===== config.mk =====
export PLATFORM = sky130hd
export DESIGN_NAME = bkpt_watch_unit
export DESIGN_NICKNAME = d
export VERILOG_FILES = /design/src/rtl/bwu_pkg.sv /design/src/rtl/bwu_inst_match.sv /design/src/rtl/bwu_data_match.sv /design/src/rtl/bwu_prio.sv /design/src/rtl/bkpt_watch_unit.sv
export SDC_FILE = /design/constraint.sdc
export NUM_CORES = 1
export LEC_CHECK = 0
export CAP_MARGIN = 20
export CORE_MARGIN = 2
export CORE_UTILIZATION = 55
export CTS_CLUSTER_SIZE = 14
export DETAILED_ROUTE_END_ITERATION = 16
export GPL_ROUTABILITY_DRIVEN = 0
export PLACE_DENSITY = 0.87
export SYNTH_ARGS = -nofsm -noshare
export SYNTH_HDL_FRONTEND = slang
export SYNTH_HIERARCHICAL = 1
export SYNTH_SLANG_ARGS = --single-unit

===== constraint.sdc =====
create_clock -name clk -period 9.15 [get_ports clk]
set_clock_uncertainty 0.2 [all_clocks]
set_input_delay 2.745 -clock clk [delete_from_list [all_inputs] [get_ports clk]]
set_output_delay 2.745 -clock clk [all_outputs]
set_load 0.05 [all_outputs]

===== src/rtl/bwu_pkg.sv =====
package bwu_pkg;

    localparam int CFG_AW = 8;
    localparam int CFG_DW = 32;

    localparam logic [CFG_AW-1:0] OFS_ICMP  = 8'h00;
    localparam logic [CFG_AW-1:0] OFS_WADDR = 8'h10;
    localparam logic [CFG_AW-1:0] OFS_WVAL  = 8'h14;
    localparam logic [CFG_AW-1:0] OFS_WCTL  = 8'h18;
    localparam logic [CFG_AW-1:0] OFS_EN    = 8'h20;
    localparam logic [CFG_AW-1:0] OFS_SEQ   = 8'h21;

    typedef enum logic [1:0] {
        ACC_NONE = 2'b00,
        ACC_RD   = 2'b01,
        ACC_WR   = 2'b10,
        ACC_ANY  = 2'b11
    } acc_e;

    typedef struct packed {
        logic vce;
        acc_e acc;
    } wctl_t;

endpackage


===== src/rtl/bwu_inst_match.sv =====
module bwu_inst_match #(
    parameter int N = 4,
    parameter int W = 32
) (
    input  logic [N-1:0][W-1:0] cmp_addr,
    input  logic [W-1:0]        pc,
    input  logic                stopped,
    output logic [N-1:0]        hit
);
    for (genvar g = 0; g < N; g++) begin : g_cmp
        assign hit[g] = ~stopped & (pc == cmp_addr[g]);
    end
endmodule


===== src/rtl/bwu_data_match.sv =====
module bwu_data_match
    import bwu_pkg::*;
#(
    parameter int N  = 2,
    parameter int AW = 32,
    parameter int VW = 32
) (
    input  logic [N-1:0][AW-1:0] cmp_addr,
    input  logic [N-1:0][VW-1:0] cmp_val,
    input  wctl_t [N-1:0]        ctl,
    input  logic [AW-1:0]        addr,
    input  logic [VW-1:0]        data,
    input  logic                 rd,
    input  logic                 wr,
    input  logic                 stopped,
    output logic [N-1:0]         hit
);
    for (genvar g = 0; g < N; g++) begin : g_wp
        logic dir_ok;
        logic val_ok;
        assign dir_ok = (rd & ctl[g].acc[0]) | (wr & ctl[g].acc[1]);
        assign val_ok = ~ctl[g].vce | (data == cmp_val[g]);
        assign hit[g] = ~stopped & dir_ok & val_ok & (addr == cmp_addr[g]);
    end
endmodule


===== src/rtl/bwu_prio.sv =====
module bwu_prio #(
    parameter int W  = 9,
    parameter int IW = $clog2(W)
) (
    input  logic [W-1:0]  req,
    output logic          valid,
    output logic [IW-1:0] idx
);
    always_comb begin
        idx = '0;
        for (int k = W - 1; k >= 0; k--) begin
            if (req[k]) idx = IW'(k);
        end
    end
    assign valid = |req;
endmodule


===== src/rtl/bkpt_watch_unit.sv =====
module bkpt_watch_unit
    import bwu_pkg::*;
#(
    parameter int N_ICMP  = 4,
    parameter int N_WATCH = 2,
    parameter int N_EVT   = 2,
    parameter int PC_W    = 32,
    parameter int DA_W    = 32,
    parameter int DV_W    = 32,
    localparam int N_BASE  = N_ICMP + N_WATCH + N_EVT,
    localparam int N_SRC   = N_BASE + 1,
    localparam int IDX_W   = $clog2(N_SRC),
    localparam int WP_BASE = N_ICMP,
    localparam int EV_BASE = N_ICMP + N_WATCH,
    localparam int SEQ_IDX = N_BASE,
    localparam int PAD_N   = (1 << IDX_W)
) (
    input  logic              clk,
    input  logic              rst_n,
    input  logic              core_stopped,
    input  logic [PC_W-1:0]   pc,
    input  logic [DA_W-1:0]   dacc_addr,
    input  logic [DV_W-1:0]   dacc_data,
    input  logic              dacc_rd,
    input  logic              dacc_wr,
    input  logic [N_EVT-1:0]  ext_evt,
    input  logic              cfg_we,
    input  logic [CFG_AW-1:0] cfg_addr,
    input  logic [CFG_DW-1:0] cfg_wdata,
    output logic              halt_req,
    output logic [IDX_W-1:0]  halt_idx
);

    typedef struct packed {
        logic [N_ICMP-1:0][PC_W-1:0]  icmp;
        logic [N_WATCH-1:0][DA_W-1:0] waddr;
        logic [N_WATCH-1:0][DV_W-1:0] wval;
        wctl_t [N_WATCH-1:0]          wctl;
        logic [N_BASE-1:0]            en;
        logic                         seq_en;
        logic [IDX_W-1:0]             seq_a;
        logic [IDX_W-1:0]             seq_b;
        logic                         armed;
    } state_t;

    state_t s_d, s_q;

    logic [N_ICMP-1:0]  ihit;
    logic [N_WATCH-1:0] whit;
    logic [N_BASE-1:0]  hit_base;
    logic [PAD_N-1:0]   hit_pad;
    logic               seq_fire;
    logic [N_SRC-1:0]   fire_vec;
    logic               unused_cfg_bits;

    assign unused_cfg_bits = &{1'b0, cfg_wdata};

    bwu_inst_match #(.N(N_ICMP), .W(PC_W)) i_inst (
        .cmp_addr (s_q.icmp),
        .pc       (pc),
        .stopped  (core_stopped),
        .hit      (ihit)
    );

    bwu_data_match #(.N(N_WATCH), .AW(DA_W), .VW(DV_W)) i_data (
        .cmp_addr (s_q.waddr),
        .cmp_val  (s_q.wval),
        .ctl      (s_q.wctl),
        .addr     (dacc_addr),
        .data     (dacc_data),
        .rd       (dacc_rd),
        .wr       (dacc_wr),
        .stopped  (core_stopped),
        .hit      (whit)
    );

    assign hit_base[WP_BASE-1:0]       = ihit;
    assign hit_base[WP_BASE +: N_WATCH] = whit;
    assign hit_base[EV_BASE +: N_EVT]   = ext_evt & {N_EVT{~core_stopped}};
    assign hit_pad  = {{(PAD_N - N_BASE){1'b0}}, hit_base};
    assign seq_fire = s_q.seq_en & s_q.armed & hit_pad[s_q.seq_b];
    assign fire_vec = {seq_fire, hit_base & s_q.en};

    bwu_prio #(.W(N_SRC), .IW(IDX_W)) i_prio (
        .req   (fire_vec),
        .valid (halt_req),
        .idx   (halt_idx)
    );

    always_comb begin
        s_d = s_q;
        if (cfg_we && cfg_addr == OFS_SEQ) begin
            s_d.armed = 1'b0;
        end else if (halt_req) begin
            s_d.armed = 1'b0;
        end else if (s_q.seq_en && hit_pad[s_q.seq_a]) begin
            s_d.armed = 1'b1;
        end
        if (cfg_we) begin
            for (int i = 0; i < N_ICMP; i++) begin
                if (cfg_addr == CFG_AW'(int'(OFS_ICMP) + i))
                    s_d.icmp[i] = cfg_wdata[PC_W-1:0];
            end
            for (int j = 0; j < N_WATCH; j++) begin
                if (cfg_addr == CFG_AW'(int'(OFS_WADDR) + j))
                    s_d.waddr[j] = cfg_wdata[DA_W-1:0];
                if (cfg_addr == CFG_AW'(int'(OFS_WVAL) + j))
                    s_d.wval[j] = cfg_wdata[DV_W-1:0];
                if (cfg_addr == CFG_AW'(int'(OFS_WCTL) + j))
                    s_d.wctl[j] = wctl_t'(cfg_wdata[2:0]);
            end
            if (cfg_addr == OFS_EN)
                s_d.en = cfg_wdata[N_BASE-1:0];
            if (cfg_addr == OFS_SEQ) begin
                s_d.seq_en = cfg_wdata[0];
                s_d.seq_a  = cfg_wdata[8 +: IDX_W];
                s_d.seq_b  = cfg_wdata[16 +: IDX_W];
            end
        end
    end

    always_ff @(posedge clk or negedge rst_n) begin
        if (!rst_n) s_q <= '0;
        else        s_q <= s_d;
    end

    // a stopped core never sees a halt request
    a_r9_stopped_quiet: assert property (@(posedge clk) disable iff (!rst_n)
        core_stopped |-> !halt_req);

    // any halt drops the armed flag
    a_r7_halt_disarms: assert property (@(posedge clk) disable iff (!rst_n)
        halt_req |=> !s_q.armed);

    // rewriting the sequencer drops the armed flag
    a_r7_seqwrite_disarms: assert property (@(posedge clk) disable iff (!rst_n)
        (cfg_we && cfg_addr == OFS_SEQ) |=> !s_q.armed);

    // a sequencer halt is only possible once armed
    a_r6_seq_needs_arm: assert property (@(posedge clk) disable iff (!rst_n)
        (halt_req && halt_idx == IDX_W'(SEQ_IDX)) |-> s_q.armed);

    // no firing source below the reported index
    a_r8_lowest_first: assert property (@(posedge clk) disable iff (!rst_n)
        halt_req |-> ((fire_vec & ~({N_SRC{1'b1}} << halt_idx)) == '0));

    // index reads zero when idle
    a_r10_idle_idx: assert property (@(posedge clk) disable iff (!rst_n)
        !halt_req |-> (halt_idx == '0));

endmodule


# After elaboration in Yosys (flattened, before gate mapping)
# Cells that the tools add are included.
[op_classes]
order_cmp = 2
eq_ne = 19
mux = 16
n_bitwise = 25
reduce_logical = 17
[op_table]
columns = ["operator", "count"]
rows = [
  ["32-bit == test", 8],
  ["8-bit by 5-bit == test with 1-bit output (second input constant)", 6],
  ["4-bit two-way mux", 9],
  ["2-bit AND reduction", 12],
  ["1-bit bitwise AND", 16],
  ["8-bit by 2-bit == test with 1-bit output (second input constant)", 2],
  ["8-bit by 6-bit == test with 1-bit output (second input constant)", 2],
  ["4-bit by 5-bit less-than comparator with 1-bit output (second input constant)", 2],
  ["9-bit OR reduction", 1],
  ["8-bit bitwise AND", 1],
  ["1-bit binary-select mux with 4-bit select", 2],
  ["8-bit by 1-bit == test with 1-bit output (second input constant)", 1],
  ["8-bit logical NOT", 1],
  ["1-bit two-way mux", 5],
  ["1-bit OR", 4],
  ["1-bit NOT", 3],
  ["3-bit nonzero test", 1],
  ["2-bit bitwise AND", 1],
  ["1-bit logical AND", 2],
]
[totals]
register_bits = 280
out_inout_bits = 5

# Depth between registers and ports, before layout
# Gate-level depths: netlist of run 1.
[logic_depth]
depth_word = 17
ltp_mapped = 12
ltp_nobuf = 12

# Hierarchy
# Netlist of run 1, hierarchy kept.
[modules_own_cells]
columns = ["module", "n_inst", "cells_per_inst", "area_per_inst_um2"]
rows = [
  ["bkpt_watch_unit", 1, 643, 10819.1],
  ["bwu_data_match", 1, 178, 1436.4],
  ["bwu_inst_match", 1, 176, 1426.4],
  ["bwu_prio", 1, 14, 96.3],
]

# Worst setup path before layout of run 1
# OpenSTA, ideal clock, no wires.
[synth_timing]
path_kind = "input -> output"
startpoint = "input dacc_data[2]"
endpoint = "output halt_idx[0]"
t_arrival_ns = 5.608
required_time_ns = 6.205
slack_ns = 0.597
cell_stages = 8
cell_sequence = "xnor2_1 nand4_1 nor4_1 nand2_1 a2111oi_2 and2_1 a21oi_1 o41ai_1"
[synth_between]
elab_chain_len = 11
[synth_lines]
columns = ["element", "line_no", "source"]
rows = [
  ["from (decl)", "bkpt_watch_unit.sv:23", "input logic [DV_W-1:0] dacc_data,"],
  ["32-bit == test", "bwu_data_match.sv:22", "assign val_ok = ~ctl[g].vce | (data == cmp_val[g]);"],
  ["1-bit OR", "bwu_data_match.sv:22", ""],
  ["1-bit bitwise AND (2 in series)", "bwu_data_match.sv:23", "assign hit[g] = ~stopped & dir_ok & val_ok & (addr == cmp_addr[g]);"],
  ["net whit[1]", "bkpt_watch_unit.sv:49", "logic [N_WATCH-1:0] whit;"],
  ["8-bit bitwise AND", "bkpt_watch_unit.sv:82", "assign fire_vec = {seq_fire, hit_base & s_q.en};"],
  ["net fire_vec[5]", "bkpt_watch_unit.sv:53", "logic [N_SRC-1:0] fire_vec;"],
  ["4-bit two-way mux (6 in series)", "bwu_prio.sv:12", "if (req[k]) idx = IW'(k);"],
  ["to (decl)", "bkpt_watch_unit.sv:31", "output logic [IDX_W-1:0] halt_idx"],
]
# The timed path passes the listed nets, and every way through them passes these cells.

# Worst setup path in the final report of run 1
[layout_timing]
startpoint = "input dacc_data[15]"
endpoint = "output halt_idx[3]"
[layout_between]
elab_chain_len = 16
[layout_lines]
columns = ["element", "line_no", "source"]
rows = [
  ["32-bit == test", "bwu_data_match.sv:22", ""],
  ["1-bit OR", "bwu_data_match.sv:22", ""],
  ["1-bit bitwise AND (2 in series)", "bwu_data_match.sv:23", ""],
  ["net whit[1]", "bkpt_watch_unit.sv:49", ""],
  ["1-bit binary-select mux with 4-bit select", "bkpt_watch_unit.sv:81", "assign seq_fire = s_q.seq_en & s_q.armed & hit_pad[s_q.seq_b];"],
  ["1-bit two-way mux (not written as such)", "bkpt_watch_unit.sv:81", ""],
  ["1-bit bitwise AND", "bkpt_watch_unit.sv:81", ""],
  ["net fire_vec[8]", "bkpt_watch_unit.sv:53", ""],
  ["4-bit two-way mux (9 in series)", "bwu_prio.sv:12", ""],
]
# The timed path passes the listed nets, and every way through them passes these cells. The select of a mux whose other input is x is not followed.

==> results of run 1 <==
[cell usage after synthesis (all sizes together)]
cell type | count | area, um^2
a2111oi | 2 | 30.0
a211oi | 1 | 7.51
a21oi | 2 | 10.0
a22oi | 2 | 15.0
and2 | 7 | 43.8
and3 | 2 | 12.5
and3b | 1 | 8.76
and4 | 1 | 8.76
buf | 26 | 201
clkbuf | 4 | 15.0
dfrtp | 280 | 7010
inv | 3 | 11.3
mux2 | 279 | 3140
mux2i | 6 | 60.1
mux4 | 1 | 22.5
nand2 | 10 | 37.5
nand2b | 1 | 6.26
nand3 | 9 | 50.1
nand3b | 3 | 22.5
nand4 | 27 | 169
nand4b | 3 | 56.3
nor2 | 7 | 26.3
nor2b | 2 | 12.5
nor3 | 14 | 101
nor3b | 2 | 31.3
nor4 | 45 | 300
nor4b | 2 | 38.8
o211ai | 1 | 7.51
o21a | 1 | 7.51
o21ai | 2 | 10.0
o21bai | 1 | 7.51
o22ai | 1 | 6.26
o311a | 1 | 10.0
o41ai | 1 | 8.76
or2 | 1 | 6.26
or3 | 4 | 25.0
xnor2 | 88 | 771
xor2 | 168 | 1470
[power by group through the flow]
stage / logic [mW] / clock network, mW / registers [mW]
after global routing: 0.356 / 1.31 / 1.35
final: 0.332 / 1.25 / 1.34
after global placement: 0.320 / 0 / 1.36
after floorplan: 0.144 / 0 / 1.35
after detailed placement: 0.326 / 0 / 1.36
after CTS: 0.331 / 1.26 / 1.34
[per-stage QoR]
stage / total power, mW / hold slack, ns / setup slack [ns] / area (um^2) / std cells
2_1_floorplan: 1.49 / 0.272 / 0.597 / 13800 / 1011
3_3_place_gp: 1.68 / 0.282 / 0.483 / 15600 / 1463
3_5_place_dp: 1.69 / 0.292 / 0.380 / 15600 / 1463
4_1_cts: 2.93 / 0.309 / 0.269 / 16600 / 1513
5_1_grt: 3.02 / 0.318 / 0.0994 / 16600 / 1517
6_report: 2.92 / 0.306 / 0.241 / 16600 / 1517
[layer usage]
layer / routed length, um / vias up / track usage [%]
li1: - / 3897 / -
met1: 15600 / 4662 / 38.8
met2: 17100 / 383 / 46.0
met3: 3370 / 91 / 8.27
met4: 1380 / 0 / 10.7
met5: 0 / - / 0
[worst register-to-register path: cells and delay by family (launching register included)]
family / cells / cell delay, ns
multiplexers: 2 / 0.30
XOR/XNOR: 1 / 0.32
AO/OA/AOI/OAI: 3 / 0.94
flip-flops: 1 / 0.40
AND/OR/NAND/NOR: 6 / 1.18
[worst paths after layout]
check | startpoint | end | slack (ns) | cells after the start
max | dacc_data[15] | halt_idx[3] | 0.24 | 12
min | s_q[8] | s_q[8] | 0.31 | 1
max reg2reg | s_q[71] | s_q[0] | 5.70 | 12
min reg2reg | s_q[8] | s_q[8] | 0.31 | 1
max in group asynchronous | rst_n | s_q[208] | 5.52 | 2
min in group asynchronous | rst_n | s_q[77] | 1.97 | 1
[area by class of cell]
type | instances | area (um^2)
repair buffers | 158 | 1600
clock inverters | 10 | 181
diodes | 4 | 10.0
flip-flops and latches | 280 | 7010
well taps | 324 | 405
inverters | 3 | 11.3
multi-input cells | 698 | 6550
clock buffers | 40 | 837
fillers | 1654 | 7860
[logic make-up (layout without fill, tap and decap cells)]
family / Yosys count / after routing / share of synthesized area, %
muxes: 286 / 286 / 23.4
DFF: 280 / 280 / 50.9
xor gates and xnor gates: 256 / 256 / 16.3
and+or+nand+nor: 141 / 141 / 6.95
buffers and inverters: 33 / 211 / 1.65
AOI/OAI and AO/OA: 15 / 15 / 0.872
other: 0 / 4 / 0
==> impl_metrics.toml, run 1 <==
[setup_path]
slowest_stage = "a2111oi_2"
worst_setup_path_start_kind = "primary input"
cpMostUsedCell = "mux2i_1"
max_stage_delay_ns = 0.65
crit_family = "simple AND/OR/NAND/NOR gates"
required_ns = 6.21
critPathMaxFanout = 3
end_kind = "output port"
path_cells = "clkdlybuf4s50_1 > xnor2_1 > nand4_1 > nor4_1 > nand2_1 > a2111oi_2 > mux2i_1 > o22ai_1 > mux2i_1 > nor3_1 > and3_1 > buf_12"
crit_type = "in -> out"
path_buf_inv = 2
arrival_ns = 5.96

[layout]
fin_util_pct = 67.9
largest_reg_flops = 280
mostFrequentLayoutCell = "dfrtp_1"
final_cell_mix = "280 x dfrtp_1, 267 x mux2_2, 168 x xor2_1, 142 x clkdlybuf4s50_1, 88 x xnor2_1"
regMostFlops = "s_q"
reg_top3 = "s_q x280"
drive_gt1_share_pct = 29.3
area_growth_pct = 20.5
fin_nets = 1313

[sta]
fmax_ghz = 0.112
report.final.slew_viol_count = 0
timing.max_slew.rel_slack_pct = 27.1
timing.final.crit_share_pct = 97.4
fin_tns_setup_ns = 0
tightestPinTransition_ns = 1.09
rsz0062_at_grt = "no"
hold_viol = 0
post-route-min-period_ns = 8.91
setup_viol = 0

[detailed_routing]
drt_iter0_markers = 625
routed_wl_mm = 37.5
drc_errors = 0
vias_per_cell = 5.95
drtPass1Iterations = 5
drtAntennaViolNets = 0
wl_per_cell_um = 24.7
via_count = 9033

[power_and_ir_drop]
seq_power_share_pct = 45.9
vdd_drop_max_mv = 0.110
p_clk_share_pct = 42.8
p_int_mw = 2.23
switching_power_mw = 0.692
comb_power_share_pct = 11.4
p_leak_nw = 7.91
switching_share_pct = 23.7
cellPowerDensity_nw_per_um2 = 176

[worst_hold_path]
hold_path.class = "reg -> reg"

[cts]
post_cts_buffers = 0
max-clock-path-buffers = 3
cts_root_buf = "clkbuf_16"
cts_resized = 0
clock-sinks = 280
path_clk_slew_ns = 0.06
hold_buffers = 0
cts_buffers = 28
htreeDepth = 1
cts_tree = "built"
clk_latency_ns = 0.54

[synthesis]
synth_seq_area_share_pct = 50.9
syn_avg_cell_area_um2 = 13.6
syn-num-nets = 1155
ys_seq_elements = 280
yosysUniqueCellTypes = 48
syn_area_um2 = 13800
syn_inst = 1011
ys_warn_count = 6

[grt]
grt-ovfl-total = 0
grt_pass1_vias = 9713
grt_pass1_wl_mm = 57.3
antenna_found_initial = 4
grt_max_degree = 136
grt.total_usage_pct = 29.2

[outcome]
status = "complete, no violations"

[floorplanning]
die_x_um = 162
ioPinCount = 149
initial_utilization_pct = 56.3
fp.coreArea_um2 = 24500
rows = 57
die_h_um = 162
die-area_um2 = 26300

[place]
dp_hpwl_mm = 26.9
io_buffers = 148

[run]
maxCapViolCount = 0
No activity file was read; power rests on OpenSTA's default activity.
==> run 2, diff against run 1 <==
==> constraint.sdc (replaced) <==
create_clock -name clk -period 9.6 [get_ports clk]
set_clock_uncertainty 0.2 [all_clocks]
set_input_delay 2.88 -clock clk [delete_from_list [all_inputs] [get_ports clk]]
set_output_delay 2.88 -clock clk [all_outputs]
set_load 0.05 [all_outputs]
==> run 2 against run 1 <==
Core utilization decreased by 0.29 points. Sequential share of layout area rose by 0.18 points. Power down 5.3%. Final cell count is essentially flat. Via count shrank 0.56%. Count of clock-buffer cells in the layout increased by 1. First-iteration DRC count rose by 15%. Clock power down 6%. Critical path depth is 2 lower. Setup slack better by 0.018 ns. Register-to-register slack gained 0.62 ns. Sequential power shrank 4%. Critical endpoint is now halt_idx[2]. Highest routed layer unchanged.
==> impl_metrics.toml, run 2 (synthesis results as in run 1) <==
[detailed_routing]
drc_errors = 0
wl_met1_mm = 16.4
vias_per_cell = 5.92
drtPass1Iterations = 5
wl_per_cell_um = 25.0
wl_met2_mm = 17.6
drtAntennaViolNets = 0
drt_iter0_markers = 719
via_count = 8982
routed_wl_mm = 37.8
top_layer_used = "met4"
wl_met3_mm = 2.91

[layout]
final_cells = 1516
largest_reg_flops = 280
final_cell_mix = "280 x dfrtp_1, 267 x mux2_2, 168 x xor2_1, 144 x clkdlybuf4s50_1, 88 x xnor2_1"
antenna_cells = 0
area_growth_pct = 20.0
mostFrequentLayoutCell = "dfrtp_1"
fin_nets = 1314
reg_top3 = "s_q x280"
drive_gt1_share_pct = 29.0
regMostFlops = "s_q"

[cts]
clock-sinks = 280
cts_tree = "built"
cts_buffers = 29
htreeDepth = 1
post_cts_buffers = 0
hold_buffers = 0
clk_latency_ns = 0.56
cts_resized = 0
path_clk_slew_ns = 0.06
cts_root_buf = "clkbuf_16"
max-clock-path-buffers = 3

[setup_path]
r2r_end = "s_q[0]"
r2r.worst_path.cells = 12
cp.depth = 10
slowest_stage = "clkdlybuf4s50_1"
cpMostUsedCell = "clkdlybuf4s50_1"
critPathMaxFanout = 3
cp-startpoint = "dacc_data[15]"
path_buf_inv = 2
worst_setup_path_start_kind = "primary input"
r2r_slack_ns = 6.32
end_kind = "output port"
required_ns = 6.52
arrival_ns = 6.26
crit_family = "buffers and inverters"
crit-reg2reg-launch = "s_q[71]"
path_cells = "clkdlybuf4s50_1 > xnor2_1 > nand4_1 > nor4_1 > nand2_1 > a2111oi_2 > and2_1 > nor4_2 > nor2b_1 > clkdlybuf4s50_1"
crit_type = "in -> out"
max_stage_delay_ns = 0.81
crit_end = "halt_idx[2]"

[run]
maxCapViolCount = 0

[sta]
report.final.slew_viol_count = 0
setup_viol = 0
post-route-min-period_ns = 9.34
fmax_ghz = 0.107
tightestPinTransition_ns = 1.15
timing.max_slew.rel_slack_pct = 22.9
rsz0062_at_grt = "no"
hold_viol = 0
fin_tns_setup_ns = 0
timing.final.crit_share_pct = 97.3

[grt]
grt.total_usage_pct = 28.7
grt_max_degree = 156
grt-ovfl-total = 0
grt_pass1_wl_mm = 56.6
antenna_found_initial = 0
grt_pass1_vias = 9423

[floorplanning]
ioPinCount = 149
die_h_um = 162
initial_utilization_pct = 56.3
fp.coreArea_um2 = 24500
rows = 57
die-area_um2 = 26300
die_x_um = 162

[power_and_ir_drop]
p_leak_nw = 7.88
power_mw = 2.77
cellPowerDensity_nw_per_um2 = 167
vdd_drop_max_mv = 0.107

[worst_hold_path]
hold_path.class = "reg -> reg"

[place]
dp_hpwl_mm = 26.5
io_buffers = 148
placed_cells = 1463

[outcome]
status = "complete, no violations"
==> run 2: how the worst min path moves through the flow <==
stage,cells after the start,to,startpoint,slack [ns]
5_1_grt,1,s_q[15],s_q[15],0.31
6_report,1,s_q[21],s_q[21],0.31
4_1_cts,1,s_q[13],s_q[13],0.31
3_5_place_dp,1,s_q[13],s_q[13],0.29
2_1_floorplan,1,s_q[10],s_q[10],0.27
3_3_place_gp,1,s_q[12],s_q[12],0.29
==> run 2: worst register-to-register path, cell delays in order, from the launching register on <==
cell and delay, ns:
dfrtp_1 0.39, xnor2_1 0.28, nand4_1 0.13, nor4_1 0.44, nand2_1 0.16, a2111oi_2 0.58, mux2i_1 0.18, o22ai_1 0.20
mux2i_1 0.10, nor3_1 0.19, nand3b_1 0.16, nor2_1 0.06, o311a_1 0.10
==> run 2: layer usage <==
metal  track usage [%]  vias to the layer above
met4              8.17                        0
met5                 0                        -
met3              4.67                       56
met1              41.4                     4652
met2              45.4                      370
li1                  -                     3904
==> run 2: power breakdown <==
group	leakage [nW]	internal, mW	switching (mW)
logic	3.53	0.153	0.166
clock network	0.482	0.701	0.470
registers	3.86	1.24	0.0409
total	7.88	2.09	0.677
==> run 2: per-stage QoR <==
stage	setup WS, ns	hold WS [ns]	area, um^2	utilization, %
CTS	0.329	0.307	16500	67.6
detailed placement	0.347	0.292	15500	63.5
global placement	0.372	0.289	15500	63.5
finish	0.259	0.309	16500	67.6
floorplan	0.777	0.272	13800	-
global route	0.155	0.315	16500	67.6
==> run 2: cell type report <==
cell class | instances | area, um^2
multi-input cells | 698 | 6550
clock inverters | 12 | 169
flip-flops and latches | 280 | 7010
repair buffers | 158 | 1570
well taps | 324 | 405
fillers | 1708 | 7930
inverters | 3 | 11.3
clock buffers | 41 | 821
==> run 3, diff against run 2 <==
--- a/config.mk
+++ b/config.mk
@@ -6,6 +6,7 @@
 export NUM_CORES = 1
 export LEC_CHECK = 0
 export CAP_MARGIN = 20
+export CORE_ASPECT_RATIO = 1.5
 export CORE_MARGIN = 2
 export CORE_UTILIZATION = 55
 export CTS_CLUSTER_SIZE = 14
==> run 3 against run 2 <==
Maximum frequency fell by 0.52%. Setup slack got worse by 0.049 ns. Count of clock-buffer cells in the layout fell by 4. Non-clock buffer count fell by 2. Sequential power barely moved. Critical path type unchanged.
==> impl_metrics.toml, run 3 (synthesis results as in run 1) <==
[outcome]
status = "complete, no violations"

[detailed_routing]
routed_wl_mm = 38.1
drtAntennaViolNets = 0
vias_per_cell = 5.93
drt_iter0_markers = 531
via_count = 8970
wl_per_cell_um = 25.2
drc_errors = 0
drtPass1Iterations = 5

[layout]
regMostFlops = "s_q"
multiInputGateArea_um2 = 6550
mostFrequentLayoutCell = "dfrtp_1"
largest_reg_flops = 280
area_growth_pct = 19.4
fin_nets = 1309
final_area_um2 = 16500
drive_gt1_share_pct = 28.8
fin_util_pct = 66.2
seqCellArea_um2 = 7010
final_cells = 1512
final_cell_mix = "280 x dfrtp_1, 267 x mux2_2, 168 x xor2_1, 142 x clkdlybuf4s50_1, 88 x xnor2_1"
n_fill_cell = 1819
reg_top3 = "s_q x280"

[setup_path]
required_ns = 6.52
cpMostUsedCell = "mux2i_1"
path_cells = "clkdlybuf4s50_1 > xnor2_1 > nand4_1 > nor4_1 > nand2_1 > a2111oi_2 > mux2i_1 > o22ai_1 > mux2i_1 > nor3_1 > and3_1 > buf_12"
critPathMaxFanout = 3
max_stage_delay_ns = 0.83
end_kind = "output port"
slowest_stage = "a2111oi_2"
arrival_ns = 6.31
worst_setup_path_start_kind = "primary input"
crit_type = "in -> out"

[power_and_ir_drop]
p_leak_nw = 7.84
cellPowerDensity_nw_per_um2 = 163
power_mw = 2.69
vdd_drop_max_mv = 0.165

[sta]
hold_viol = 0
fmax_ghz = 0.107
post-route-min-period_ns = 9.39
whs_ns = 0.309
fin_tns_setup_ns = 0
timing.final.crit_share_pct = 97.8
setup_ws_ns = 0.210
report.final.slew_viol_count = 0
timing.max_slew.rel_slack_pct = 25.3
setup_viol = 0
rsz0062_at_grt = "no"
tightestPinTransition_ns = 1.12

[grt]
grt.total_usage_pct = 29.3
antenna_found_initial = 2
grt_pass1_wl_mm = 57.5
grt_pass1_vias = 9673
grt-ovfl-total = 0
grt_max_degree = 196

[cts]
cts_resized = 0
clock-sinks = 280
cts_tree = "built"
max-clock-path-buffers = 3
post_cts_buffers = 0
path_clk_slew_ns = 0.06
hold_buffers = 0
cts_root_buf = "clkbuf_16"
clk_latency_ns = 0.55
htreeDepth = 1
cts_buffers = 26

[place]
dp_hpwl_mm = 27.3
place_area_um2 = 15500
placed_cells = 1465
io_buffers = 148
dpl_worst_slack_ns = 0.276

[floorplanning]
die_x_um = 133
die-area_um2 = 26400
ioPinCount = 149
die_h_um = 198
initial_utilization_pct = 55.4
fp.coreArea_um2 = 24900
rows = 71

[worst_hold_path]
hold_path.class = "reg -> reg"

[run]
maxCapViolCount = 0
## run 3: per-layer routing
metal  GRT usage (%)  vias up  routed length [um]
met2            51.7      299               19600
met3            4.15      106                1640
met5               0        -                   0
li1                -     3886                   -
met1            33.4     4679               14100
met4            18.7        0                2720
## run 3: path summary, 6_finish.rpt
path	from	slack, ns	end	cells past startpoint
max in group asynchronous	rst_n	5.54	s_q[72]	2
hold / removal	s_q[25]	0.31	s_q[25]	1
setup / recovery	dacc_data[23]	0.21	halt_idx[3]	12
setup reg to reg	s_q[79]	5.95	s_q[0]	12
hold reg to reg	s_q[25]	0.31	s_q[25]	1
min in group asynchronous	rst_n	2.13	s_q[178]	1
## run 3: final cells by class
| cell class | instances | area share (%) |
|---|---|---|
| multi-input cells | 698 | 39.8 |
| clock buffers | 37 | 4.57 |
| inverters | 3 | 0.0684 |
| diodes | 2 | 0.0304 |
| flip-flops and latches | 280 | 42.6 |
| clock inverters | 8 | 0.920 |
| repair buffers | 156 | 9.55 |
| well taps | 328 | 2.49 |
## run 3: power by group
part | internal (mW) | leakage (nW) | switching, mW
registers | 1.24 | 3.86 | 0.0401
logic | 0.152 | 3.53 | 0.165
clock network | 0.651 | 0.445 | 0.443
## run 3: critical path, delay by kind of cell
family | cells | cell delay [ns]
buffers and inverters | 2 | 0.60
AND/OR/NAND/NOR | 5 | 1.21
XOR/XNOR | 1 | 0.28
multiplexers | 2 | 0.29
AO/OA/AOI/OAI | 2 | 1.04
